**config.mk**
```make
export PLATFORM = sky130hd
export DESIGN_NAME = ecc_inject_ctrl
export DESIGN_NICKNAME = d
export VERILOG_FILES = /design/src/rtl/ecc_inject_ctrl.sv
export SDC_FILE = /design/constraint.sdc
export NUM_CORES = 1
export LEC_CHECK = 0
export BUFFER_PORTS_ARGS = -buffer_cell sky130_fd_sc_hd__buf_4
export CORE_UTILIZATION = 44
export CTS_CLUSTER_SIZE = 20
export DETAILED_ROUTE_END_ITERATION = 10
export HOLD_SLACK_MARGIN = 0.02
export PLACE_DENSITY = 0.89
export SLEW_MARGIN = 10
export SYNTH_ARGS = -nofsm -noshare
export SYNTH_HDL_FRONTEND = slang
export SYNTH_SLANG_ARGS = --single-unit
```
**constraint.sdc**
```tcl
create_clock -name clk -period 2 [get_ports clk]
set_input_delay 0.2 -clock clk [delete_from_list [all_inputs] [get_ports clk]]
set_output_delay 0.2 -clock clk [all_outputs]
set_load 0.01 [all_outputs]
```
**src/rtl/ecc_inject_ctrl.sv**
```systemverilog
module ecc_inject_ctrl #(
  parameter int ECC_W = 32
) (
  input  logic             clk,
  input  logic             rst_n,
  input  logic             reg_wr,
  input  logic             reg_sel,
  input  logic [ECC_W-1:0] reg_wdata,
  input  logic             reg_rsel,
  output logic [ECC_W-1:0] reg_rdata,
  input  logic             xfer_valid,
  input  logic             addr_hit,
  input  logic [ECC_W-1:0] ecc_lo_in,
  input  logic [ECC_W-1:0] ecc_hi_in,
  input  logic             cmd_par_in,
  output logic [ECC_W-1:0] ecc_lo_out,
  output logic [ECC_W-1:0] ecc_hi_out,
  output logic             cmd_par_out
);
  localparam int CTRL_W = 5;

  logic [ECC_W-1:0] mask_q;
  logic             repeat_q;
  logic [1:0]       half_q;
  logic             ecc_arm_q;
  logic             par_arm_q;
  logic [CTRL_W-1:0] ctrl;

  wire hit      = xfer_valid & addr_hit;
  wire ecc_fire = hit & ecc_arm_q;
  wire par_fire = hit & par_arm_q;
  wire ctrl_wr  = reg_wr & reg_sel;
  wire mask_wr  = reg_wr & ~reg_sel;

  assign ctrl = {par_arm_q, ecc_arm_q, half_q, repeat_q};
  assign reg_rdata = reg_rsel ? {{(ECC_W-CTRL_W){1'b0}}, ctrl} : mask_q;

  assign ecc_lo_out  = ecc_lo_in ^ ({ECC_W{ecc_fire & half_q[0]}} & mask_q);
  assign ecc_hi_out  = ecc_hi_in ^ ({ECC_W{ecc_fire & half_q[1]}} & mask_q);
  assign cmd_par_out = cmd_par_in ^ par_fire;

  always_ff @(posedge clk or negedge rst_n) begin
    if (!rst_n) begin
      mask_q <= '0;
    end else if (mask_wr) begin
      mask_q <= reg_wdata;
    end
  end

  always_ff @(posedge clk or negedge rst_n) begin
    if (!rst_n) begin
      repeat_q  <= 1'b0;
      half_q    <= 2'b00;
      ecc_arm_q <= 1'b0;
      par_arm_q <= 1'b0;
    end else if (ctrl_wr) begin
      repeat_q  <= reg_wdata[0];
      half_q    <= reg_wdata[2:1];
      ecc_arm_q <= reg_wdata[3];
      par_arm_q <= reg_wdata[4];
    end else if (!repeat_q) begin
      if (ecc_fire) ecc_arm_q <= 1'b0;
      if (par_fire) par_arm_q <= 1'b0;
    end
  end


  a_r4_quiet_when_unarmed: assert property (@(posedge clk) disable iff (!rst_n)
    (!ecc_arm_q || !hit) |-> (ecc_lo_out == ecc_lo_in && ecc_hi_out == ecc_hi_in));


  a_r5_select_none: assert property (@(posedge clk) disable iff (!rst_n)
    (half_q == 2'b00) |-> (ecc_lo_out == ecc_lo_in && ecc_hi_out == ecc_hi_in));


  a_r6_one_shot_clear: assert property (@(posedge clk) disable iff (!rst_n)
    (hit && ecc_arm_q && !repeat_q && !ctrl_wr) |=> (!ecc_arm_q && ecc_lo_out == ecc_lo_in
      && ecc_hi_out == ecc_hi_in));


  a_r7_repeat_holds: assert property (@(posedge clk) disable iff (!rst_n)
    (ecc_arm_q && repeat_q && !ctrl_wr) |=> ecc_arm_q);


  a_r8_parity_only_on_event: assert property (@(posedge clk) disable iff (!rst_n)
    (cmd_par_out != cmd_par_in) |-> (hit && par_arm_q));


  a_r9_write_wins: assert property (@(posedge clk) disable iff (!rst_n)
    ctrl_wr |=> (reg_rsel || reg_rdata[CTRL_W-1:0] == reg_rdata[CTRL_W-1:0])
      && ({par_arm_q, ecc_arm_q} == $past(reg_wdata[4:3])));
endmodule

```
Word-level counts from Yosys, hierarchy flattened:

Index checks and enable logic that the tools add are counted.

* RAM bits: 0
* bits in read-only memories: 0
* latch bits: 0
* flip-flop bits (word level): 37
* bits of input ports: 104
* memories: 0

* shift-type cells: 0
* add/subtract/negate cells: 0
* muxes and demuxes: 7
* eq/ne operators: 1
* reduce and logical (&&, ||, !) cells: 4
* multipliers: 0
* bitwise gates (word level): 13
* divide/modulo/power cells: 0
* magnitude comparators: 0

Operator list (number)
* 32-bit AND: 2
* 32-bit XOR: 2
* 32-bit two-way mux: 1
* 1-bit AND: 7
* 1-bit two-way mux: 6
* 2-bit AND reduction: 2
* 2-bit nonzero test: 2
* 2-bit by 1-bit inequality test with 1-bit output, second input constant: 1
* 1-bit inverter: 1
* 1-bit XOR: 1

Logic depth before layout (Yosys ltp):

Gate-level depths: netlist (run 1).

* word-level depth: 5
* mapped depth: 5
* gate-level depth less buffers: 3

Least setup slack after synthesis (run 1):

Ideal clock, no wire load.

* kind: register -> output
* start: reg ecc_arm_q
* end: out ecc_lo_out[10]
* required time: 1800 ps
* data arrival time: 1087 ps
* cell stages (with the launch flop): 6
* buffers on the path: 2
* path slack: 713 ps
* cell sequence: dfrtp_1 -> and4_1 -> buf_4 -> buf_6 -> nand2_1 -> xnor2_1

* longest elaborated chain between the ends: 4

Ends and longest elaborated chain
* from (decl): RTL line 25 `logic ecc_arm_q;`
* from (signal assigned): RTL line 59 `ecc_arm_q <= reg_wdata[3];`
* 1-bit AND: RTL line 30 `wire ecc_fire = hit & ecc_arm_q;`
* 1-bit AND: RTL line 38 `assign ecc_lo_out = ecc_lo_in ^ ({ECC_W{ecc_fire & half_q[0]}} & mask_q);`
* 32-bit AND: RTL line 38
* 32-bit XOR: RTL line 38
* to (decl): RTL line 16 `output logic [ECC_W-1:0] ecc_lo_out,`

Every way passes these cells.

Final worst setup path (run 1):

* start: reg ecc_arm_q
* end: out ecc_lo_out[28]

The elaborated chain is that of the path after synthesis.

==> results of run 1 <==
## worst max path at each step
stage                           to  slack [ps]  cells past startpoint
floorplan           ecc_lo_out[10]         710                      5
global placement    ecc_hi_out[20]         620                      5
detailed placement  ecc_hi_out[20]         560                      5
CTS                  ecc_hi_out[4]         240                      5
global route        ecc_hi_out[20]         110                      5
finish              ecc_lo_out[28]         240                      5
## power by group
| part | switching [mW] | internal, mW |
|---|---|---|
| clock | 0.244 | 0.311 |
| combinational | 0.345 | 0.590 |
| sequential | 0.117 | 0.859 |
## final cells by class
type	instances	area [um^2]
fill	432	1610
tap	75	93.8
sequential	37	926
multi-input combinational	209	1630
timing repair buffer	206	1560
clock inverter	1	5.00
clock buffer	7	96.3
## worst max-delay path, cell delays in order, from the launching register on
cell and delay (ps):
dfrtp_1 380, and4_1 220, buf_4 250, nand2_1 110, xnor2_1 160, buf_4 150
## sequential cells by signal (all words and copies together), names as in the netlist
signal	flops
repeat_q	1
ecc_arm_q	1
half_q	2
par_arm_q	1
mask_q	32
## placed cells by master, fill, tap and decap left out
| master | instances |
|---|---|
| mux2_4 | 30 |
| o21ai_0 | 2 |
| mux2_2 | 10 |
| nand2_1 | 63 |
| dfrtp_1 | 37 |
| xnor2_1 | 65 |
| clkbuf_8 | 7 |
| nand2_2 | 5 |
| nand3_1 | 3 |
| nor2b_4 | 1 |
| nor2b_1 | 27 |
| and4_1 | 2 |
| clkinv_2 | 1 |
| dlygate4sd3_1 | 1 |
| buf_4 | 204 |
| nor2_1 | 1 |
| buf_12 | 1 |
## per-layer routing
metal  track usage [%]  vias up
li1                  -     1218
met1              25.2     1183
met2              44.2      126
met3              4.32       12
met4              8.93        0
met5                 0        -
## metrics by stage
| stage | hold slack, ps | instance area [um^2] |
|---|---|---|
| 3_3_place_gp | 180 | 4200 |
| 6_report | 147 | 4310 |
| 3_5_place_dp | 191 | 4200 |
| 2_1_floorplan | -95.6 | 2710 |
| 4_1_cts | 140 | 4310 |
| 5_1_grt | 136 | 4310 |
## cell families (layout without fill, tap and decap cells)
group | count (synthesis) | count (layout) | share of synthesized area [%]
and+or+nand+nor | 102 | 102 | 18.0
AOI/OAI and AO/OA | 2 | 2 | 0.370
xor gates and xnor gates | 65 | 65 | 21.0
DFF | 37 | 37 | 34.2
buffers and inverters | 15 | 214 | 5.59
muxes | 40 | 40 | 20.8
## cells in the mapped netlist (all sizes together)
cell type	count	area share, %
and4	2	0.65
buf	13	5.3
clkbuf	2	0.28
dfrtp	37	34
mux2	40	21
nand2	68	9.9
nand3	3	0.55
nor2	1	0.14
nor2b	28	6.7
o21ai	2	0.37
xnor2	65	21
## repair_timing
| action | in CTS | in global routing |
|---|---|---|
| gates resized for setup | 0 | 0 |
| hold buffers | 1 | 0 |
| endpoints found under the hold margin | 37 | 0 |
| setup buffers | 0 | 0 |
==> summary.md, run 1 <==
| Metric | Value |
|---|---|
| Initial DRT Pass Iterations | `4` |
| Fraction of layout cells with a size suffix above 1 | `56.3%` |
| Die Y | `just over 80 um` |
| Pwr dens | `~570 nW/um^2` |
| Top sig layer | `met4` |
| Vias in the first global route | `2,509` |
| Largest net degree at the start of global routing | `38` |
| Hold_sp | `reg_wdata[30]` |
| CTS tree | `yes` |
| Max-cap viol count | `0` |
| Io pins | `201` |
| Max frequency | `570 MHz` |
| H-tree depth | `2` |
| Setup TNS | `0 ps` |
| DIE AREA | `6470 um^2` |
| Worst R2R Path Depth | `1` |
| Startpoint Class | `flop` |
| Cells after Synth | `261` |
| Drt drc | `0` |
| All-layer global routing usage | `23.3%` |
| Clk buf depth | `2` |
| Clk slew on worst S/H paths | `70 ps` |
| Final Hold Viols | `0` |
| Root buf cell | `clkbuf_8` |
| Area grow syn2layout | `59.3%` |
| Final Cycle Share | `87.8%` |
| Critical Path AT | `1560 ps` |
| Final worst path period need | `1760 ps` |
| Lkg Pwr | `2.05 nW` |
| Met3 Routed Length | `around 590 um` |
| Final WS setup | `245 ps` |
| Sequential-to-total area share from yosys stat | `roughly a third` |
| Row cnt | `28` |
| Initial antenna violation count | `0` |
| Dpl cells | `526` |
| Net Count, Synth | `365` |
| Non-filler instance count after layout | `approximately 540` |
| Synth warn | `0` |
| Final #Nets | `~560` |
| Initial Util | `between 40 and 50%` |
| Post-Route WL | `7750 um` |
| Slew @ Worst Pin | `458 ps` |
| Final Max Tran Viols | `0` |
| Layout Skew | `3.17 ps` |
| Total power | `2.47 mW` |
| Port Buffers | `200` |
| Max Fanout on Critical Path | `16` |
| Hold WC Path Type | `primary input to flop` |
| Total gr overflow | `0` |
| Clk_lat worst skew | `roughly 280 ps` |
| Global-route wire length before repair | `11,600 um` |
| Crit path from | `ecc_arm_q` |
| R2R Setup Slk | `around 1200 ps` |
| Die X | `80.4 um` |
| Placement Setup Slack | `between 500 and 600 ps` |
| Seq cells post-synth | `37` |
| Reg2reg start | `mask_q[8]` |
| Kind of end point of the critical path | `output port` |
| Max rail drop VDD | `between 0.3 and 0.4 mV` |
| Netlist Area Pre-Place | `2710 um^2` |
| Detail Route Antenna Nets | `0` |
| Via count | `approximately 2,500` |
| Met2 Wirelength | `~4100 um` |
| Rel. slew slack | `around 69%` |
| # setup viols final | `0` |
| Clock buffer count from CTS | `5` |
| Worst EP required | `between 1500 and 2000 ps` |
| FF-to-FF End | `mask_q[8]` |
| RSZ-0062 raised after global routing | `no` |
| Mean post-synth cell area | `10.4 um^2` |
| Via-per-instance ratio | `4.75` |
| CTS Sinks | `37` |
| Outcome | `finished clean` |
| Gpl congestion | `0.755` |
| Total core area | `around 5900 um^2` |
| Endpoint, Worst Hold | `mask_q[30]` |
| M1 WL | `2890 um` |
| Hold-critical path depth | `2` |
| Post-DR wirelength/cell | `14.5 um` |
| N_diodes | `0` |
| Distinct cells, synth | `17` |
| DP Wirelength | `around 6100 um` |
| Layout Utilization | `72.8%` |
| Initial DRC count | `between 60 and 70` |
| Crit Path Category | `flop to output port` |
Note: power is estimated with default switching activity, not from simulation.
==> run 2, diff against run 1 <==
==> constraint.sdc (replaced) <==
create_clock -name clk -period 2 [get_ports clk]
set_input_delay 0.5 -clock clk [delete_from_list [all_inputs] [get_ports clk]]
set_output_delay 0.5 -clock clk [all_outputs]
set_load 0.01 [all_outputs]
==> summary.md, run 2 (synthesis gave the netlist of run 1 again) <==
| Metric | Value |
|---|---|
| Outcome | `finished with violations` |
| Violated checks | `negative setup slack` |
| Sw Ratio | `29.5%` |
| Initial DRC count | `84` |
| Largest net degree at the start of global routing | `38` |
| Gpl congestion | `about 0.75` |
| Max Fanout on Critical Path | `8` |
| Max frequency | `478 MHz` |
| Hold WC Path Type | `primary input to asynchronous set/reset pin` |
| Total gr overflow | `0` |
| Drt drc | `0` |
| Max-cap viol count | `0` |
| Internal power | `1.89 mW` |
| Final Cycle Share | `105%` |
| Placement Setup Slack | `13.1 ps` |
| Vias in the first global route | `about 2,500` |
| Kind of end point of the critical path | `output port` |
| # setup viols final | `62` |
| Die X | `80.4 um` |
| Hold buffer count at CTS | `0` |
| Io pins | `201` |
| Sequential share of power | `37.5%` |
| Startpoint Class | `flop` |
| Final Hold Viols | `0` |
| Crit path from | `ecc_arm_q` |
| Via-per-instance ratio | `4.84` |
| Post-Route WL | `8940 um` |
| Layout Skew | `3.46 ps` |
| Reg with most FFs | `mask_q` |
| Most frequent cells in the layout | `204 x buf_4, 43 x nand2_1, 43 x xnor2_1, 37 x dfrtp_1, 30 x mux2_4` |
| Initial DRT Pass Iterations | `4` |
| Initial Util | `45.7%` |
| Largest register FFs | `32` |
| DP Wirelength | `6150 um` |
| Clk slew on worst S/H paths | `80 ps` |
| Final Max Tran Viols | `0` |
| Clk pwr share | `25.1%` |
| Max rail drop VDD | `0.327 mV` |
| Die Y | `80.4 um` |
| Total core area | `5920 um^2` |
| Pwr dens | `571 nW/um^2` |
| Final WS setup | `-91.0 ps` |
| Dpl cells | `528` |
| Post-DR wirelength/cell | `about 17 um` |
| Fillers | `367` |
| N_diodes | `0` |
| Fraction of layout cells with a size suffix above 1 | `66.4%` |
| Critical Path AT | `1590 ps` |
| Clk buf depth | `2` |
| Clk_lat worst skew | `280 ps` |
| Lkg Pwr | `2.35 nW` |
| RSZ-0062 raised after global routing | `yes` |
| Top Registers | `mask_q x32, half_q x2` |
| Root buf cell | `clkbuf_8` |
| DIE AREA | `about 6500 um^2` |
| Final #Nets | `567` |
| All-layer global routing usage | `between 20% and 30%` |
| Non-filler instance count after layout | `between 500 and 600` |
| H-tree depth | `2` |
| Detail Route Antenna Nets | `0` |
| Final worst path period need | `~2100 ps` |
| Reg2reg start | `mask_q[25]` |
| Rel. slew slack | `about two thirds` |
| Global-route wire length before repair | `~12,000 um` |
| Crit Path Category | `flop to output port` |
| CTS Sinks | `37` |
| Most common cell after layout, fill and taps aside | `buf_4` |
| Port Buffers | `200` |
| Area grow syn2layout | `73.4%` |
| Worst Hold Slack | `164 ps` |
| Clock buffer count from CTS | `5` |
| Initial antenna violation count | `0` |
| Gate power share | `37.4%` |
| CTS tree | `yes` |
| Row cnt | `28` |
| Worst EP required | `1500 ps` |
| Via count | `between 2,000 and 3,000` |
| Net switching power | `0.790 mW` |
| Slew @ Worst Pin | `475 ps` |
## run 2: cell count changes in the layout (fill, tap and decap cells not counted), moves of 2 or more
cell     previous run  this run
and4_1              2         0
xnor2_2             0        22
and4_4              0         2
nand2_1            63        43
nand2_2             5        12
nand2_4             0        13
buf_12              1         4
xnor2_1            65        43
## run 2: power groups by stage
stage	Clock (mW)	Sequential [mW]	Combinational [mW]
2_1_floorplan	0	0.949	0.476
3_3_place_gp	0	0.979	0.917
3_5_place_dp	0	0.985	0.936
4_1_cts	0.680	0.982	0.976
5_1_grt	0.725	1.02	1.07
6_report	0.673	1.00	1.00
## run 2: per-layer routing
metal	global-route usage, %	vias to the layer above	part of all wire (%)
met1	28.0	1231	36
met4	5.36	0	2.1
met3	5.34	16	8.0
met5	0	-	0
met2	48.7	131	54
li1	-	1229	-
## run 2: area by class of cell
class | count | area [um^2] | area share, %
Clock inverter | 2 | 37.5 | 0.800
Tap cell | 75 | 93.8 | 2.00
Timing Repair Buffer | 210 | 1640 | 34.9
Sequential cell | 37 | 926 | 19.7
Clock buffer | 6 | 82.6 | 1.76
Multi-Input combinational cell | 209 | 1910 | 40.8
## run 2: stage by stage
stage          area (um^2)  utilization (%)  setup TNS, ps  total power, mW
2_1_floorplan         2710                -              0             1.43
3_3_place_gp          4200             71.0              0             1.90
3_5_place_dp          4200             71.0              0             1.92
4_1_cts               4520             76.3           -624             2.64
5_1_grt               4690             79.2          -7240             2.82
6_report              4690             79.2          -1950             2.68
## run 2: path summary, 6_finish.rpt
path / to / slack, ps / cells after the start
max: ecc_lo_out[26] / -90 / 5
max in group asynchronous: mask_q[17] / 1490 / 1
max reg2reg: mask_q[25] / 1140 / 1
min in group clk: mask_q[10] / 440 / 2
min: mask_q[5] / 160 / 1
min reg2reg: mask_q[14] / 560 / 1
## run 2: timing repair
action | CTS | global route
setup buffers | 1 | 0
pin swaps | 13 | 22
endpoints found under the hold margin | 0 | 0
gates cloned | 2 | 0
endpoints found under the setup margin | 64 | 64
resized for setup | 42 | 34
## run 2: critical path, stage by stage, from the launching register on
cell	delay [ps]
dfrtp_1	410
and4_4	320
buf_12	180
nand2_4	70
xnor2_2	180
buf_4	140
